[src/rtl/cantm_pkg.sv]
package cantm_pkg;
  localparam int DATA_W = 32;
  localparam int BIT_RDA    = 9;
  localparam int BIT_EXL    = 8;
  localparam int BIT_RXLVL  = 7;
  localparam int BIT_TXS_HI = 6;
  localparam int BIT_TXS_LO = 5;
  localparam int BIT_LBACK  = 4;
  localparam int BIT_SILENT = 3;
  localparam logic [DATA_W-1:0] USED_MASK = 32'h0000_03F8;

  typedef enum logic [1:0] {
    TXS_CORE   = 2'b00,
    TXS_SAMPLE = 2'b01,
    TXS_DOM    = 2'b10,
    TXS_REC    = 2'b11
  } txsel_e;

  typedef struct packed {
    logic   rda;
    logic   exl;
    txsel_e txsel;
    logic   lback;
    logic   silent;
  } tm_fields_t;
endpackage

[src/rtl/cantm_sync.sv]
module cantm_sync #(
  parameter int   STAGES    = 2,
  parameter logic RESET_VAL = 1'b1
) (
  input  logic clk,
  input  logic rst_n,
  input  logic d_async,
  output logic q_sync
);
  logic [STAGES-1:0] chain;

  genvar g;
  generate
    for (g = 0; g < STAGES; g++) begin : g_stage
      always_ff @(posedge clk or negedge rst_n) begin
        if (!rst_n) chain[g] <= RESET_VAL;
        else if (g == 0) chain[g] <= d_async;
        else chain[g] <= chain[(g == 0) ? 0 : g-1];
      end
    end
  endgenerate

  assign q_sync = chain[STAGES-1];
endmodule

[src/rtl/cantm_regs.sv]
module cantm_regs
  import cantm_pkg::*;
#(
  parameter int                ADDR_W   = 8,
  parameter logic [ADDR_W-1:0] REG_ADDR = 8'h14
) (
  input  logic              clk,
  input  logic              rst_n,
  input  logic [ADDR_W-1:0] addr,
  input  logic              we,
  input  logic [DATA_W-1:0] wdata,
  input  logic              test_en,
  input  logic              rx_level,
  output tm_fields_t        fields,
  output logic [DATA_W-1:0] rdata
);
  logic hit;
  assign hit = (addr == REG_ADDR);

  always_ff @(posedge clk or negedge rst_n) begin
    if (!rst_n) begin
      fields <= '0;
    end else if (we && hit && test_en) begin
      fields.rda    <= wdata[BIT_RDA];
      fields.exl    <= wdata[BIT_EXL];
      fields.txsel  <= txsel_e'(wdata[BIT_TXS_HI:BIT_TXS_LO]);
      fields.lback  <= wdata[BIT_LBACK];
      fields.silent <= wdata[BIT_SILENT];
    end
  end

  always_comb begin
    rdata = '0;
    if (hit) begin
      rdata[BIT_RDA]               = fields.rda;
      rdata[BIT_EXL]               = fields.exl;
      rdata[BIT_RXLVL]             = rx_level;
      rdata[BIT_TXS_HI:BIT_TXS_LO] = fields.txsel;
      rdata[BIT_LBACK]             = fields.lback;
      rdata[BIT_SILENT]            = fields.silent;
    end
  end
endmodule

[src/rtl/cantm_router.sv]
module cantm_router
  import cantm_pkg::*;
(
  input  logic       test_en,
  input  tm_fields_t fields,
  input  logic       core_tx,
  input  logic       core_sample,
  input  logic       rx_sync,
  output logic       pin_tx,
  output logic       core_rx,
  output logic       self_ack_ok,
  output logic       ram_direct_en
);
  tm_fields_t eff;
  logic       quiet;

  assign eff   = test_en ? fields : '0;
  assign quiet = eff.lback | eff.silent;

  always_comb begin
    core_rx = eff.lback ? core_tx : rx_sync;
    unique case (eff.txsel)
      TXS_SAMPLE: pin_tx = core_sample;
      TXS_DOM:    pin_tx = 1'b0;
      TXS_REC:    pin_tx = 1'b1;
      default:    pin_tx = quiet ? 1'b1 : core_tx;
    endcase
  end

  assign self_ack_ok   = eff.lback | eff.exl;
  assign ram_direct_en = eff.rda;
endmodule

[src/rtl/cantm_top.sv]
module cantm_top
  import cantm_pkg::*;
#(
  parameter int ADDR_W      = 8,
  parameter int SYNC_STAGES = 2
) (
  input  logic              clk,
  input  logic              rst_n,
  input  logic [ADDR_W-1:0] bus_addr,
  input  logic              bus_we,
  input  logic [DATA_W-1:0] bus_wdata,
  output logic [DATA_W-1:0] bus_rdata,
  input  logic              test_en,
  input  logic              core_tx,
  input  logic              core_sample,
  input  logic              pin_rx,
  output logic              pin_tx,
  output logic              core_rx,
  output logic              ram_direct_en,
  output logic              self_ack_ok
);
  localparam logic [ADDR_W-1:0] REG_ADDR = ADDR_W'(8'h14);

  tm_fields_t fld_q;
  logic       rx_s;

  cantm_sync #(.STAGES(SYNC_STAGES), .RESET_VAL(1'b1)) u_sync (
    .clk(clk), .rst_n(rst_n), .d_async(pin_rx), .q_sync(rx_s)
  );

  cantm_regs #(.ADDR_W(ADDR_W), .REG_ADDR(REG_ADDR)) u_regs (
    .clk(clk), .rst_n(rst_n), .addr(bus_addr), .we(bus_we),
    .wdata(bus_wdata), .test_en(test_en), .rx_level(rx_s),
    .fields(fld_q), .rdata(bus_rdata)
  );

  cantm_router u_route (
    .test_en(test_en), .fields(fld_q), .core_tx(core_tx),
    .core_sample(core_sample), .rx_sync(rx_s), .pin_tx(pin_tx),
    .core_rx(core_rx), .self_ack_ok(self_ack_ok),
    .ram_direct_en(ram_direct_en)
  );
endmodule

[config.mk]
export PLATFORM = sky130hd
export DESIGN_NAME = cantm_top
export DESIGN_NICKNAME = d
export VERILOG_FILES = /design/src/rtl/cantm_pkg.sv /design/src/rtl/cantm_sync.sv /design/src/rtl/cantm_regs.sv /design/src/rtl/cantm_router.sv /design/src/rtl/cantm_top.sv
export SDC_FILE = /design/constraint.sdc
export NUM_CORES = 1
export LEC_CHECK = 0
export BUFFER_PORTS_ARGS = -buffer_cell sky130_fd_sc_hd__buf_2
export CAP_MARGIN = 15
export CORE_UTILIZATION = 32
export DETAILED_ROUTE_END_ITERATION = 7
export PLACE_DENSITY = 0.8
export SETUP_SLACK_MARGIN = 0.5
export SLEW_MARGIN = 0
export SYNTH_ARGS = -nofsm -noshare
export SYNTH_HDL_FRONTEND = slang
export SYNTH_HIERARCHICAL = 1
export SYNTH_SLANG_ARGS = --single-unit
[constraint.sdc]
create_clock -name clk -period 1.1 [get_ports clk]
set_clock_uncertainty 0.05 [all_clocks]
set_input_delay 0.055 -clock clk [delete_from_list [all_inputs] [get_ports clk]]
set_output_delay 0.055 -clock clk [all_outputs]
set_load 0.02 [all_outputs]
==> impl_metrics.py <==
metrics = {
    "run_status": {
        "outcome": "finished with violations",
        "failed_checks": "negative hold slack, negative setup slack",
    },
    "routing": {
        "drt_iter0_markers": 3,
        "post_drt_via_cell_ratio": 3.88,
        "drtPass1Iterations": 3,
        "dr_total_vias": 535,
        "routed_wl_um": 1490,
        "wl_per_cell_um": 10.8,
        "drc": 0,
        "drtAntennaViolNets": 0,
    },
    "global_route": {
        "grt_max_degree": 9,
        "antenna_found_initial": 0,
        "grt_pass1_vias": 493,
        "grt_remaining_overflow": 0,
        "grt.total_usage": 0.136,
        "grt_pass1_wl_um": 2020,
    },
    "synth": {
        "ys_types": 16,
        "yosys_register_bits": 8,
        "synth_xor_area_frac": 0,
        "synth_mux_area_frac": 0.169,
        "synthAdderAreaFrac": 0,
        "yosys.area_share.simple": 0.194,
        "syn_inst": 60,
        "synth-compound-area-share": 0.0264,
        "ys_warn_count": 6,
        "seq_area_frac_synth": 0.305,
        "netlist_area_sq_um": 664,
        "synth.avg_cell_area_sq_um": 11.1,
        "synth_top_family_by_area": "buffers and inverters",
    },
    "sta": {
        "drv_slew": 0,
        "hold_viol": 5,
        "rsz0062_at_grt": "true",
        "final.min_clock_period_ns": 1.44,
        "whs_ns": -0.00683,
        "period_share": 1.31,
        "setup_ws_ns": -0.340,
        "setup_violations": 8,
        "clock.fmax_ghz": 0.695,
    },
    "cells_and_area": {
        "syn_to_final_growth_pct": 60.8,
        "n_fill_cell": 184,
        "drive_above_1_share": 0.658,
        "n_antenna_cell": 0,
        "nNetsFinal": 159,
        "multi_input_area_sq_um": 400,
        "seqCellArea_sq_um": 203,
        "instances_no_fill": 138,
        "stdcell_area_sq_um": 1070,
        "fin_util": 0.545,
    },
    "worst_setup_path": {
        "path_max_fanout": 3,
        "crit_path_start_kind": "register",
        "worst-endpoint-arrival_ns": 1.33,
        "crit_type": "register to output port",
        "crit_path_end_kind": "output port",
        "reg2regPathDepth": 4,
        "crit_required_ns": 1.00,
    },
    "power": {
        "p_comb_frac": 0.292,
        "total_power_uw": 773,
        "p_leak_nw": 0.573,
        "clkPwrFrac": 0.302,
        "p_seq_frac": 0.406,
        "cellPowerDensity_nw_per_um2": 724,
        "power.internal_uw": 540,
        "p_sw_uw": 233,
        "max-vdd-ir-drop_mv": 0.355,
        "netSwitchingFraction": 0.302,
    },
    "die": {
        "rows": 16,
        "dieArea_sq_um": 2260,
        "pin_count": 83,
        "fp.dieH_um": 47.6,
        "start_util": 0.339,
        "core_area_sq_um": 1960,
        "die_w_um": 47.6,
    },
    "clock_network": {
        "cts.sinks": 8,
        "cts_tree": "done",
        "cts_root_buffer": "clkbuf_4",
        "clk_path_buf_depth": 2,
        "clk_pin_slew_ns": 0.05,
        "cts.htree.levels": 1,
        "cts_buffers": 3,
        "clock_latency_ns": 0.25,
        "postCtsHoldBufs": 2,
    },
    "job": {
        "maxCapViolCount": 0,
    },
    "place": {
        "place_area_sq_um": 812,
        "hpwl_um": 1060,
        "port_buffers": 31,
        "place.gp.congestion": 0.748,
        "place_inst": 123,
    },
    "worst_hold_path": {
        "worstHoldPathCells": 2,
        "min_path_type": "input port to register",
    },
}
-- layout by cell type, fill, tap and decap left out, types with 2 or more instances in the layout --
cell type	n
nor4b_4	2
conb_1	25
a21oi_2	2
dfstp_2	2
buf_6	18
buf_2	17
dlygate4sd3_1	2
dfrtp_1	6
mux2_4	7
and3_4	7
clkbuf_4	3
buf_4	11
-- metrics by stage --
stage / setup TNS, ns / setup slack, ns
after CTS: -1.08 / -0.359
after floorplan: -0.754 / -0.126
after global routing: -1.60 / -0.407
after detailed placement: -1.46 / -0.232
after global placement: -1.40 / -0.220
final: -1.30 / -0.340
-- worst max-delay path, cell delays in order (launching register included) --
cell,delay [ns]
dfrtp_1,0.40
or3_1,0.36
a21oi_2,0.14
a21oi_2,0.04
buf_2,0.15
-- final cells by class --
class | count | share of cell area
Sequential cell | 8 | 0.190
Tap cell | 27 | 0.0316
Timing Repair Buffer | 49 | 0.379
Clock buffer | 4 | 0.0246
Multi-Input combinational cell | 50 | 0.375
-- power groups by stage --
stage	registers [mW]	logic [mW]	clock network (mW)
after CTS	0.314	0.217	0.250
after floorplan	0.317	0.183	0
final	0.314	0.226	0.234
after detailed placement	0.319	0.183	0
after global routing	0.315	0.249	0.262
after global placement	0.318	0.179	0
-- registers in the layout (all words and copies together), names as in the netlist --
name and flops:
u_regs/fields 6, u_sync/chain 1, u_sync/q_sync 1
-- Yosys cell counts, drive strengths merged --
| cell | count | share of area |
|---|---|---|
| dfrtp | 6 | 0.23 |
| or3 | 1 | 0.0094 |
| nor4b | 2 | 0.072 |
| and3 | 7 | 0.079 |
| buf | 26 | 0.30 |
| and4 | 1 | 0.013 |
| dfstp | 2 | 0.079 |
| nand2 | 1 | 0.0056 |
| a21oi | 2 | 0.015 |
| mux2 | 8 | 0.17 |
| nor2 | 1 | 0.0056 |
| conb | 1 | 0.0056 |
| and2 | 1 | 0.0094 |
| o21a | 1 | 0.011 |
-- cells by family (layout without fill, tap and decap cells) --
kind of cell / count (synthesis) / in the layout
muxes: 8 / 8
AOI/OAI and AO/OA: 3 / 3
other: 1 / 25
DFF: 8 / 8
and+or+nand+nor: 14 / 14
buffers and inverters: 26 / 53
-- worst paths after layout --
path | from | to | slack, ns
max in group asynchronous | rst_n | u_sync/chain[0]$_DFF_PN1_ | 0.64
worst min-delay path | bus_wdata[6] | u_regs/fields[3]$_DFFE_PN0P_ | -0.007
min in group asynchronous | rst_n | u_regs/fields[1]$_DFFE_PN0P_ | 0.12
worst max-delay path | u_regs/fields[2]$_DFFE_PN0P_ | pin_tx | -0.34
worst max register to register | u_regs/fields[0]$_DFFE_PN0P_ | u_regs/fields[0]$_DFFE_PN0P_ | -0.03
worst min register to register | u_sync/chain[0]$_DFF_PN1_ | u_sync/q_sync$_DFF_PN1_ | 0.31
-- per-layer routing --
layer  track usage  up-vias  wire length (um)
li1              -      255                 -
met1         0.148      243               561
met2         0.260       37               815
met3        0.0226        0               115
met4        0.0500        0                 0
met5             0        -                 0
-- timing repair --
action	in CTS	in global routing
hold endpoints to repair	15	6
resized for setup	36	2
pin swaps	5	4
buffers inserted	7	2
endpoints found under the setup margin	18	18
Power figures use the tool's default switching activity.
